### src/rtl/vb_pkg.sv
package vb_pkg;

  typedef enum logic [1:0] {
    EV_IDLE  = 2'd0,
    EV_SWAP  = 2'd1,
    EV_FILL  = 2'd2,
    EV_STALL = 2'd3
  } vb_event_e;

  // Recency rank of one entry after another entry is touched.
  // Rank 0 is most recent; entries younger than the touched one age by one.
  function automatic int unsigned rank_step(input int unsigned own,
                                            input int unsigned pivot,
                                            input bit          is_pivot);
    if (is_pivot)      return 0;
    else if (own < pivot) return own + 1;
    else               return own;
  endfunction

endpackage

### src/rtl/vb_match.sv
module vb_match #(
  parameter int unsigned ENTRIES = 4,
  parameter int unsigned ADDR_W  = 28
) (
  input  logic                             clk,
  input  logic                             rst_n,
  input  logic [ENTRIES-1:0]               ent_valid,
  input  logic [ENTRIES-1:0][ADDR_W-1:0]   ent_addr,
  input  logic [ADDR_W-1:0]                probe_addr,
  output logic [ENTRIES-1:0]               match_vec,
  output logic                             any_match,
  output logic [((ENTRIES > 1) ? $clog2(ENTRIES) : 1)-1:0] match_idx
);
  localparam int unsigned IW = (ENTRIES > 1) ? $clog2(ENTRIES) : 1;

  for (genvar e = 0; e < ENTRIES; e++) begin : g_cmp
    assign match_vec[e] = ent_valid[e] && (ent_addr[e] == probe_addr);
  end

  assign any_match = |match_vec;

  always_comb begin
    match_idx = '0;
    for (int i = ENTRIES - 1; i >= 0; i--) begin
      if (match_vec[i]) match_idx = IW'(i);
    end
  end

  AST_ONE_MATCH: assert property (@(posedge clk) disable iff (!rst_n)
    $onehot0(match_vec));

endmodule

### src/rtl/vb_lru.sv
module vb_lru import vb_pkg::*; #(
  parameter int unsigned ENTRIES = 4
) (
  input  logic                clk,
  input  logic                rst_n,
  input  logic [ENTRIES-1:0]  ent_valid,
  input  logic                touch,
  input  logic [((ENTRIES > 1) ? $clog2(ENTRIES) : 1)-1:0] touch_idx,
  output logic [((ENTRIES > 1) ? $clog2(ENTRIES) : 1)-1:0] repl_idx
);
  localparam int unsigned IW = (ENTRIES > 1) ? $clog2(ENTRIES) : 1;

  logic [ENTRIES-1:0][IW-1:0] rank_q;
  logic [ENTRIES-1:0]         oldest_vec;
  logic [IW-1:0]              oldest_idx;

  for (genvar e = 0; e < ENTRIES; e++) begin : g_old
    assign oldest_vec[e] = (rank_q[e] == IW'(ENTRIES - 1));
  end

  always_comb begin
    oldest_idx = '0;
    for (int i = 0; i < ENTRIES; i++) begin
      if (oldest_vec[i]) oldest_idx = IW'(i);
    end
    repl_idx = oldest_idx;
    for (int i = ENTRIES - 1; i >= 0; i--) begin
      if (!ent_valid[i]) repl_idx = IW'(i);
    end
  end

  always_ff @(posedge clk or negedge rst_n) begin
    if (!rst_n) begin
      for (int i = 0; i < ENTRIES; i++) rank_q[i] <= IW'(i);
    end else if (touch) begin
      for (int i = 0; i < ENTRIES; i++) begin
        rank_q[i] <= IW'(rank_step(int'(rank_q[i]), int'(rank_q[touch_idx]),
                                   touch_idx == IW'(i)));
      end
    end
  end

  AST_ONE_OLDEST: assert property (@(posedge clk) disable iff (!rst_n)
    $countones(oldest_vec) == 1);

  AST_TOUCH_MRU: assert property (@(posedge clk) disable iff (!rst_n)
    touch |=> (rank_q[$past(touch_idx)] == '0));

endmodule

### src/rtl/vb_wb.sv
module vb_wb #(
  parameter int unsigned ADDR_W = 28,
  parameter int unsigned LINE_W = 128
) (
  input  logic              clk,
  input  logic              rst_n,
  input  logic              load,
  input  logic [ADDR_W-1:0] load_addr,
  input  logic [LINE_W-1:0] load_data,
  output logic              wb_valid,
  input  logic              wb_ready,
  output logic [ADDR_W-1:0] wb_addr,
  output logic [LINE_W-1:0] wb_data
);
  always_ff @(posedge clk or negedge rst_n) begin
    if (!rst_n) begin
      wb_valid <= 1'b0;
      wb_addr  <= '0;
      wb_data  <= '0;
    end else if (load) begin
      wb_valid <= 1'b1;
      wb_addr  <= load_addr;
      wb_data  <= load_data;
    end else if (wb_ready) begin
      wb_valid <= 1'b0;
    end
  end

  AST_WB_HOLD: assert property (@(posedge clk) disable iff (!rst_n)
    wb_valid && !wb_ready |=> wb_valid && $stable(wb_addr) && $stable(wb_data));

endmodule

### src/rtl/victim_buffer.sv
module victim_buffer import vb_pkg::*; #(
  parameter int unsigned ADDR_W  = 28,
  parameter int unsigned LINE_W  = 128,
  parameter int unsigned ENTRIES = 4
) (
  input  logic              clk,
  input  logic              rst_n,
  input  logic              req_valid,
  output logic              req_ready,
  input  logic [ADDR_W-1:0] req_addr,
  input  logic              vic_valid,
  input  logic              vic_dirty,
  input  logic [ADDR_W-1:0] vic_addr,
  input  logic [LINE_W-1:0] vic_data,
  output logic              hit,
  output logic [LINE_W-1:0] hit_data,
  output logic              hit_dirty,
  output logic              wb_valid,
  input  logic              wb_ready,
  output logic [ADDR_W-1:0] wb_addr,
  output logic [LINE_W-1:0] wb_data
);
  localparam int unsigned IW = (ENTRIES > 1) ? $clog2(ENTRIES) : 1;

  logic [ENTRIES-1:0]             valid_q;
  logic [ENTRIES-1:0]             dirty_q;
  logic [ENTRIES-1:0][ADDR_W-1:0] addr_q;
  logic [ENTRIES-1:0][LINE_W-1:0] data_q;

  logic [ENTRIES-1:0] match_vec;
  logic               lookup_hit;
  logic [IW-1:0]      hit_idx;
  logic [IW-1:0]      repl_idx;
  logic [IW-1:0]      tgt_idx;

  // Named events for the assertions.
  logic      accept;
  logic      swap_evt;
  logic      fill_evt;
  logic      write_evt;
  logic      touch_evt;
  logic      evict_dirty;
  vb_event_e evt;

  vb_match #(.ENTRIES(ENTRIES), .ADDR_W(ADDR_W)) i_match (
    .clk        (clk),
    .rst_n      (rst_n),
    .ent_valid  (valid_q),
    .ent_addr   (addr_q),
    .probe_addr (req_addr),
    .match_vec  (match_vec),
    .any_match  (lookup_hit),
    .match_idx  (hit_idx)
  );

  vb_lru #(.ENTRIES(ENTRIES)) i_lru (
    .clk       (clk),
    .rst_n     (rst_n),
    .ent_valid (valid_q),
    .touch     (touch_evt),
    .touch_idx (tgt_idx),
    .repl_idx  (repl_idx)
  );

  vb_wb #(.ADDR_W(ADDR_W), .LINE_W(LINE_W)) i_wb (
    .clk       (clk),
    .rst_n     (rst_n),
    .load      (evict_dirty),
    .load_addr (addr_q[repl_idx]),
    .load_data (data_q[repl_idx]),
    .wb_valid  (wb_valid),
    .wb_ready  (wb_ready),
    .wb_addr   (wb_addr),
    .wb_data   (wb_data)
  );

  assign req_ready   = !wb_valid || wb_ready;
  assign accept      = req_valid && req_ready;
  assign swap_evt    = accept && lookup_hit;
  assign fill_evt    = accept && !lookup_hit && vic_valid;
  assign write_evt   = swap_evt || fill_evt;
  assign touch_evt   = write_evt && vic_valid;
  assign tgt_idx     = swap_evt ? hit_idx : repl_idx;
  assign evict_dirty = fill_evt && valid_q[repl_idx] && dirty_q[repl_idx];

  always_comb begin
    if (req_valid && !req_ready) evt = EV_STALL;
    else if (swap_evt)           evt = EV_SWAP;
    else if (fill_evt)           evt = EV_FILL;
    else                         evt = EV_IDLE;
  end

  assign hit       = swap_evt;
  assign hit_data  = data_q[hit_idx];
  assign hit_dirty = dirty_q[hit_idx];

  always_ff @(posedge clk or negedge rst_n) begin
    if (!rst_n) begin
      valid_q <= '0;
      dirty_q <= '0;
      addr_q  <= '0;
      data_q  <= '0;
    end else if (write_evt) begin
      for (int i = 0; i < ENTRIES; i++) begin
        if (tgt_idx == IW'(i)) begin
          valid_q[i] <= vic_valid;
          dirty_q[i] <= vic_valid && vic_dirty;
          addr_q[i]  <= vic_addr;
          data_q[i]  <= vic_data;
        end
      end
    end
  end

  AST_RESET_EMPTY: assert property (@(posedge clk)
    !rst_n |=> (valid_q == '0));

  AST_STALL_FREEZE: assert property (@(posedge clk) disable iff (!rst_n)
    (evt == EV_STALL) |=> $stable(valid_q) && $stable(addr_q) && $stable(data_q));

  AST_FILL_KEEPS_VICTIM: assert property (@(posedge clk) disable iff (!rst_n)
    (evt == EV_FILL) |=> valid_q[$past(repl_idx)] &&
                         (addr_q[$past(repl_idx)] == $past(vic_addr)));

  AST_SWAP_DROPS_REQ: assert property (@(posedge clk) disable iff (!rst_n)
    (evt == EV_SWAP) |=> !valid_q[$past(hit_idx)] ||
                         (addr_q[$past(hit_idx)] != $past(req_addr)));

  AST_INVALID_NOT_FILLED: assert property (@(posedge clk) disable iff (!rst_n)
    accept && !lookup_hit && !vic_valid |=> $stable(valid_q));

endmodule

### config.mk
export PLATFORM = sky130hd
export DESIGN_NAME = victim_buffer
export DESIGN_NICKNAME = d
export VERILOG_FILES = /design/src/rtl/vb_pkg.sv /design/src/rtl/vb_match.sv /design/src/rtl/vb_lru.sv /design/src/rtl/vb_wb.sv /design/src/rtl/victim_buffer.sv
export SDC_FILE = /design/constraint.sdc
export NUM_CORES = 2
export LEC_CHECK = 0
export ABC_AREA = 1
export CORE_MARGIN = 2
export CORE_UTILIZATION = 56
export DETAILED_ROUTE_END_ITERATION = 10
export MAX_ROUTING_LAYER = met4
export PLACE_DENSITY = 0.8
export SLEW_MARGIN = 20
export SYNTH_ARGS = -nofsm -noshare
export SYNTH_HDL_FRONTEND = slang
export SYNTH_SLANG_ARGS = --single-unit
### constraint.sdc
create_clock -name clk -period 3 [get_ports clk]
set_clock_uncertainty 0.15 [all_clocks]
set_input_delay 0.3 -clock clk [delete_from_list [all_inputs] [get_ports clk]]
set_output_delay 0.3 -clock clk [all_outputs]
set_load 0.01 [all_outputs]
* Yosys cells after proc, flatten, opt, wreduce, memory -nomap -nowiden
Index checks and enable logic that the tools add are counted.
Storage, ports and cells: bits in registers 797, latch bits 0, memory bits (writable) 0, ROM bits 0, input bits 190, output and inout port bits 288, logic and storage cells 111, memories 0
Operators by class: $add $sub $neg 4, multipliers 0, divide/modulo/power cells 0, order comparisons 7, eq/ne operators 10, shift-type cells 0, mux-type cells 36, bitwise operators 0, reduce and logical (&&, ||, !) cells 31
Operators with widths (count):
- binary-select mux 128 bit (select 2 bit) | 2
- two-way mux 128 bit | 2
- equality test 28 bit | 4
- binary-select mux 28 bit (select 2 bit) | 1
- two-way mux 2 bit | 20
- two-way mux 28 bit | 1
- AND reduction 2 bit | 8
- logical AND 1 bit | 12
- equality test 2 bit, second input constant | 5
- nonzero test 2 bit | 5
- < comparator 2 x 3 -> 1 bit, second input constant | 3
- adder 2 x 1 -> 2 bit, second input constant | 4
- < comparator 2 bit | 4
- binary-select mux 1 bit (select 2 bit) | 3
- two-way mux 1 bit | 6
- binary-select mux 2 bit (select 2 bit) | 1
- OR reduction 4 bit | 1
- equality test 2 x 1 -> 1 bit, second input constant | 1
- zero test 1 bit | 2
- zero test 2 bit | 1
- logical OR 1 bit | 2

* Logic depth before layout (Yosys ltp)
depth in word-level cells 14, mapped depth 25, mapped depth without buffers 24

* By module
A second synthesis with hierarchy kept.
Second synthesis, totals: cell total of the unflattened synthesis 5683, area, all modules 42139.2 um^2
Modules (own cells, without submodules):
- victim_buffer | times used 1, cells each 4458, area each 33607.2 um^2, seq. area each 15815.2 um^2
- vb_wb | times used 1, cells each 663, area each 5871.9 um^2, seq. area each 3928.8 um^2
- vb_match | times used 1, cells each 452, area each 1959.4 um^2, seq. area each 0.0 um^2
- vb_lru | times used 1, cells each 110, area each 700.7 um^2, seq. area each 205.2 um^2

* Least setup slack after synthesis
Ideal clock, no wire load.
kind register to register, from register i_lru.rank_q[5] (netlist name), to register i_wb.wb_data[103], library setup time 120 ps, arrival time 2360 ps, data required time 2730 ps, setup slack 370 ps, stages on the path, launching flop included 16, path buffers 3, clock period less this slack 2630 ps, cells stage by stage dfstp_2 > ha_1 > inv_1 > a211oi_1 > o21ai_0 > nand2_1 > buf_2 > nor2_1 > o41ai_1 > nand3_1 > clkinv_1 > buf_2 > buf_2 > o211ai_1 > o21ai_0 > inv_1
Between the ends: word-level cells in the longest chain between the ends 11, elaborated cells between the ends (all ways) 15, those cells by class 1 x eq/ne; 12 x mux; 2 x reduce/logical
Ends and longest elaborated chain:
- start: declaration | RTL line vb_lru.sv:13 | logic [ENTRIES-1:0][IW-1:0] rank_q;
- start signal: indexed assignment | RTL line vb_lru.sv:37 | rank_q[i] <= IW'(rank_step(int'(rank_q[i]), int'(rank_q[touch_idx]),
- equality test 2 bit * | RTL line vb_lru.sv:18 | assign oldest_vec[e] = (rank_q[e] == IW'(ENTRIES - 1));
- two-way mux 2 bit * (2 in series) | RTL line vb_lru.sv:24 | if (oldest_vec[i]) oldest_idx = IW'(i);
- two-way mux 2 bit * (4 in series) | RTL line vb_lru.sv:28 | if (!ent_valid[i]) repl_idx = IW'(i);
- binary-select mux 1 bit (select 2 bit) | RTL line victim_buffer.sv:84 | assign evict_dirty = fill_evt && valid_q[repl_idx] && dirty_q[repl_idx];
- two-way mux 1 bit (not written as such) | RTL line victim_buffer.sv:84
- logical AND 1 bit (2 in series) | RTL line victim_buffer.sv:84
- end signal: assignment | RTL line vb_wb.sv:23 | wb_data <= load_data;
- end: declaration | RTL line vb_wb.sv:13 | output logic [LINE_W-1:0] wb_data
Mark *: on every way between the ends. The rest lies on a longest branch, timed or not. The select of a mux whose other input is x is not followed. A chain may end at the register's enable or synchronous reset.

* Worst setup path in the final report
from register addr_q[41] (netlist name), to output port hit_data[123]
Between the ends: word-level cells in the longest chain between the ends 6
Ends and longest elaborated chain:
- start: declaration | RTL line victim_buffer.sv:27 | logic [ENTRIES-1:0][ADDR_W-1:0] addr_q;
- start signal: indexed assignment | RTL line victim_buffer.sv:108 | addr_q[i] <= vic_addr;
- equality test 28 bit | RTL line vb_match.sv:17 | assign match_vec[e] = ent_valid[e] && (ent_addr[e] == probe_addr);
- logical AND 1 bit | RTL line vb_match.sv:17
- two-way mux 2 bit (2 in series) | RTL line vb_match.sv:25 | if (match_vec[i]) match_idx = IW'(i);
- binary-select mux 128 bit (select 2 bit) | RTL line victim_buffer.sv:94 | assign hit_data = data_q[hit_idx];
- two-way mux 128 bit (not written as such) | RTL line victim_buffer.sv:94
- end: declaration | RTL line victim_buffer.sv:16 | output logic [LINE_W-1:0] hit_data,
Every way passes these cells. The select of a mux whose other input is x is not followed.

==> metrics.md <==
| Metric | Value |
|---|---|
| Seq cells post-synth | `797` |
| Worst hold path class | `in -> async` |
| Setup repair after global routing missed its margin | `true` |
| Number of distinct library cells after synthesis | `37` |
| Asr flop ratio synth | `1.000` |
| Post-layout worst setup margin | `-823.1 ps` |
| CTS Sinks | `797` |
| Die span in x | `275.2 um` |
| Number of standard cells in the layout, taps in and fillers out | `7276` |
| IR drop worst, VDD | `0.8215 mV` |
| Placeable core region | `0.07283 mm^2` |
| Number of placed instances with taps included | `6946` |
| Syn_nets | `5524` |
| Status | `finished, violations left` |
| Layout cells sized above 1 | `0.1972` |
| Slew of the pin with the lowest slew margin | `698.6 ps` |
| Aggregate global routing overflow | `0` |
| Failing checks | `negative setup slack` |
| Max-slew violations | `0` |
| TritonCTS Buffers | `85` |
| Antenna violations before repair | `3` |
| Arrival time reported for the critical path endpoint | `3370 ps` |
| Required time reported for the critical path endpoint | `2550 ps` |
| Crit path largest cell delay | `430 ps` |
| Max-capacitance violation count | `0` |
| Dominant synthesized flop cell | `sky130_fd_sc_hd__dfrtp_1` |
| # rows | `99` |
| Cell with the most instances on the worst path | `sky130_fd_sc_hd__buf_6` |
| Die area | `0.07573 mm^2` |
| Source-to-sink clock delay at the later pin of the worst-skew pair | `650 ps` |
| Highest net fanout along the worst path | `5` |
| Final Hold Vio Count | `0` |
| Post-route minimum period | `3823 ps` |
| Worst hold slack after final layout | `29.75 ps` |
| Die Ht | `275.2 um` |
| Vias per inst | `5.908` |
| Routability congestion estimate from global placement | `1.021` |
| CTS tree | `done` |
| Vias in the first global route | `40790` |
| Highest clock frequency the design can meet | `0.2616 GHz` |
| Post-synthesis instance total | `5331` |
| Warnings from Yosys | `0` |
| Synthesized area | `0.04119 mm^2` |
| Classification of the worst setup path | `reg -> out` |
| Post-detailed-route count of antenna-violating nets | `0` |
| Worst Setup End Kind | `primary output` |
| Count of nets after finishing | `6436` |
| Pre-antenna DRT Iters | `6` |
| Leak Pwr | `29.12 nW` |
| Num ports | `478` |
| Global-route wire length before repair | `222700 um` |
| Synthesis-to-layout area growth | `38.08%` |
| Clock root buffer | `sky130_fd_sc_hd__clkbuf_16` |
| Slew HR | `0.5343` |
| Via count of the routed design | `42990` |
| Count of unresolved DRC violations after routing | `0` |
| Post-synth EDFFs | `0` |
| Count of buffers from port buffering | `477` |
| Post-detailed-route wirelength per cell | `20.83 um` |
| Sum of routed wire length over all layers | `151500 um` |
| Pwr Density | `927.1 mW/mm^2` |
| Final clock period utilization by the worst path | `1.274` |
| Endpoints failing setup | `905` |
| Effective utilization at floorplan | `0.5655` |
| Synthesized area per cell | `7.726 um^2` |
| Sequential cell area fraction in the yosys report | `0.4844` |
| Global-route total usage across every layer | `0.3830` |
| Largest net degree at the start of global routing | `100` |
| Largest buffer count on any clock path | `3` |
| Worst-path clk slew | `60 ps` |
| DRC marker count from the first detailed-route iteration | `5175` |
| # H-tree levels | `3` |
| Cell Chain, Critical Path | `nand2_2 -> nand2_1 -> nor2_1 -> nand2_1 -> nor2_4 -> nand2_2 -> nor2_4 -> inv_2 -> nand2_8 -> buf_12 -> nand2_8 -> buf_16 -> buf_6 -> buf_6 -> buf_6 -> mux2i_1 -> o21ai_1 -> buf_4 -> buf_6` |
| FILL cells | `4724` |
| Half-perimeter wire length after placement | `92220 um` |
| Startpoint type of the worst setup path | `flop` |
| Cell at the slowest stage of the critical path | `sky130_fd_sc_hd__dfrtp_1` |
## layer usage
metal	share of wire	track usage
met1	0.38	0.4925
met2	0.47	0.6027
met3	0.095	0.05927
met4	0.052	0.1687
met5	0	-
## sequential cells by signal, indices dropped and copies added, names as in the netlist
name and flops:
data_q 512, i_wb.wb_valid 1, dirty_q 4, i_wb.wb_addr 28, i_lru.rank_q 8, valid_q 4
i_wb.wb_data 128, addr_q 112
## cells by family (layout without fill, tap and decap cells)
logic type,count (synthesis),in the layout,share of synthesized area
simple gates,1710,1714,0.1594
buf+inv,1006,1983,0.1007
fa+ha+maj,3,3,0.0009115
other cells,0,5,0
flops,797,797,0.4844
compound gates,1682,1682,0.2224
mux,127,127,0.03087
xor+xnor,6,6,0.001276
## worst max-delay path: cells and delay by family (launching register included)
family | cells | cell delay (ps)
simple gates | 9 | 1010
buf+inv | 8 | 950
flops | 1 | 430
compound gates | 1 | 210
mux | 1 | 110
## cell usage in the layout (no fill, tap or decap), types with 9 or more instances in the layout
master,n
sky130_fd_sc_hd__buf_2,85
sky130_fd_sc_hd__clkdlybuf4s50_1,346
sky130_fd_sc_hd__bufinv_16,9
sky130_fd_sc_hd__a21oi_1,158
sky130_fd_sc_hd__nand2_8,10
sky130_fd_sc_hd__buf_16,25
sky130_fd_sc_hd__clkbuf_16,110
sky130_fd_sc_hd__buf_12,101
sky130_fd_sc_hd__nor2_2,33
sky130_fd_sc_hd__buf_6,94
sky130_fd_sc_hd__nand3_1,32
sky130_fd_sc_hd__buf_8,22
sky130_fd_sc_hd__nand2_4,15
sky130_fd_sc_hd__o211ai_1,284
sky130_fd_sc_hd__mux2i_1,113
sky130_fd_sc_hd__nand2_2,77
sky130_fd_sc_hd__clkbuf_1,18
sky130_fd_sc_hd__inv_1,620
sky130_fd_sc_hd__nor2_4,13
sky130_fd_sc_hd__o21ai_1,321
sky130_fd_sc_hd__o21ai_2,62
sky130_fd_sc_hd__nand2_1,1235
sky130_fd_sc_hd__dfrtp_1,791
sky130_fd_sc_hd__inv_2,36
sky130_fd_sc_hd__o21ai_0,847
sky130_fd_sc_hd__buf_4,457
sky130_fd_sc_hd__clkbuf_8,17
sky130_fd_sc_hd__clkinv_2,17
sky130_fd_sc_hd__nor2_1,282
## area by class of cell
class | count | area [um^2] | share of cell area
well taps | 959 | 1200 | 0.02110
repair buffers | 1166 | 12100 | 0.2128
clock buffers | 121 | 2454 | 0.04314
clock inverters | 35 | 485.5 | 0.008536
inverters | 661 | 2516 | 0.04424
diodes | 5 | 12.51 | 0.0002200
flip-flops and latches | 797 | 19950 | 0.3508
multi-input cells | 3532 | 18150 | 0.3191
## worst paths after layout
kind                                                end  slack (ps)  cells past startpoint               startpoint
max                                       hit_data[123]        -820                     19   addr_q[41]$_DFFE_PN0P_
min                        i_wb.wb_data[31]$_DFFE_PN0P_          30                      2                    rst_n
max reg2reg                      data_q[96]$_DFFE_PN0P_        -410                     23   addr_q[41]$_DFFE_PN0P_
min reg2reg                     data_q[290]$_DFFE_PN0P_         330                      2  data_q[290]$_DFFE_PN0P_
max in group asynchronous   i_lru.rank_q[2]$_DFFE_PN1P_        1670                      4                    rst_n
min in group clk                data_q[217]$_DFFE_PN0P_         110                      3             vic_data[89]
## power breakdown
group	internal, mW	switching (mW)	total, mW
clock	6.51	4.58	11.1
combinational	9.78	12.9	22.7
sequential	15.3	3.71	19.0
## cells in the mapped netlist, types with 2 or more instances
cell type / instances / share of area
sky130_fd_sc_hd__o21ai_1: 249 / 0.030
sky130_fd_sc_hd__nor2_2: 2 / 0.00030
sky130_fd_sc_hd__nand3_1: 40 / 0.0049
sky130_fd_sc_hd__nand3b_1: 3 / 0.00055
sky130_fd_sc_hd__clkinv_1: 2 / 0.00018
sky130_fd_sc_hd__and2_1: 3 / 0.00046
sky130_fd_sc_hd__mux2i_1: 127 / 0.031
sky130_fd_sc_hd__a21oi_1: 158 / 0.019
sky130_fd_sc_hd__buf_1: 22 / 0.0020
sky130_fd_sc_hd__nor2_1: 324 / 0.030
sky130_fd_sc_hd__buf_2: 108 / 0.013
sky130_fd_sc_hd__dfstp_2: 4 / 0.0026
sky130_fd_sc_hd__buf_4: 21 / 0.0038
sky130_fd_sc_hd__buf_6: 21 / 0.0057
sky130_fd_sc_hd__xor2_1: 2 / 0.00043
sky130_fd_sc_hd__nand2_1: 1324 / 0.12
sky130_fd_sc_hd__nand2_2: 4 / 0.00061
sky130_fd_sc_hd__xnor2_1: 4 / 0.00085
sky130_fd_sc_hd__inv_2: 31 / 0.0028
sky130_fd_sc_hd__nor2_4: 2 / 0.00055
sky130_fd_sc_hd__o21ai_0: 984 / 0.12
sky130_fd_sc_hd__dfrtp_1: 793 / 0.48
sky130_fd_sc_hd__nand2_4: 5 / 0.0014
sky130_fd_sc_hd__clkbuf_1: 173 / 0.016
sky130_fd_sc_hd__o211ai_1: 284 / 0.052
sky130_fd_sc_hd__inv_1: 628 / 0.057
sky130_fd_sc_hd__ha_1: 3 / 0.00091
## repair_timing
action                                  in CTS  in global routing
endpoints found under the setup margin     895                926
buffers inserted                            68                101
hold endpoints to repair                   479                  0
pin swaps                                   53                140
hold buffers                                 1                  0
resized for setup                          706                424
gates cloned                                26                 31
## stage by stage
stage          area [um^2]  utilization  power [mW]  worst slack, ps  TNS, ps
6_report             56870       0.7808       52.72           -823.1  -262160
5_1_grt              56870       0.7808       55.80           -899.3  -371660
4_1_cts              54830       0.7528       50.94           -966.0  -367700
3_5_place_dp         50530       0.6938       39.82            -1241  -749650
3_3_place_gp         50530       0.6938       38.99            -1324  -790110
2_1_floorplan        41190            -       28.91            370.3        0
Note: power is estimated with default switching activity, not from simulation.
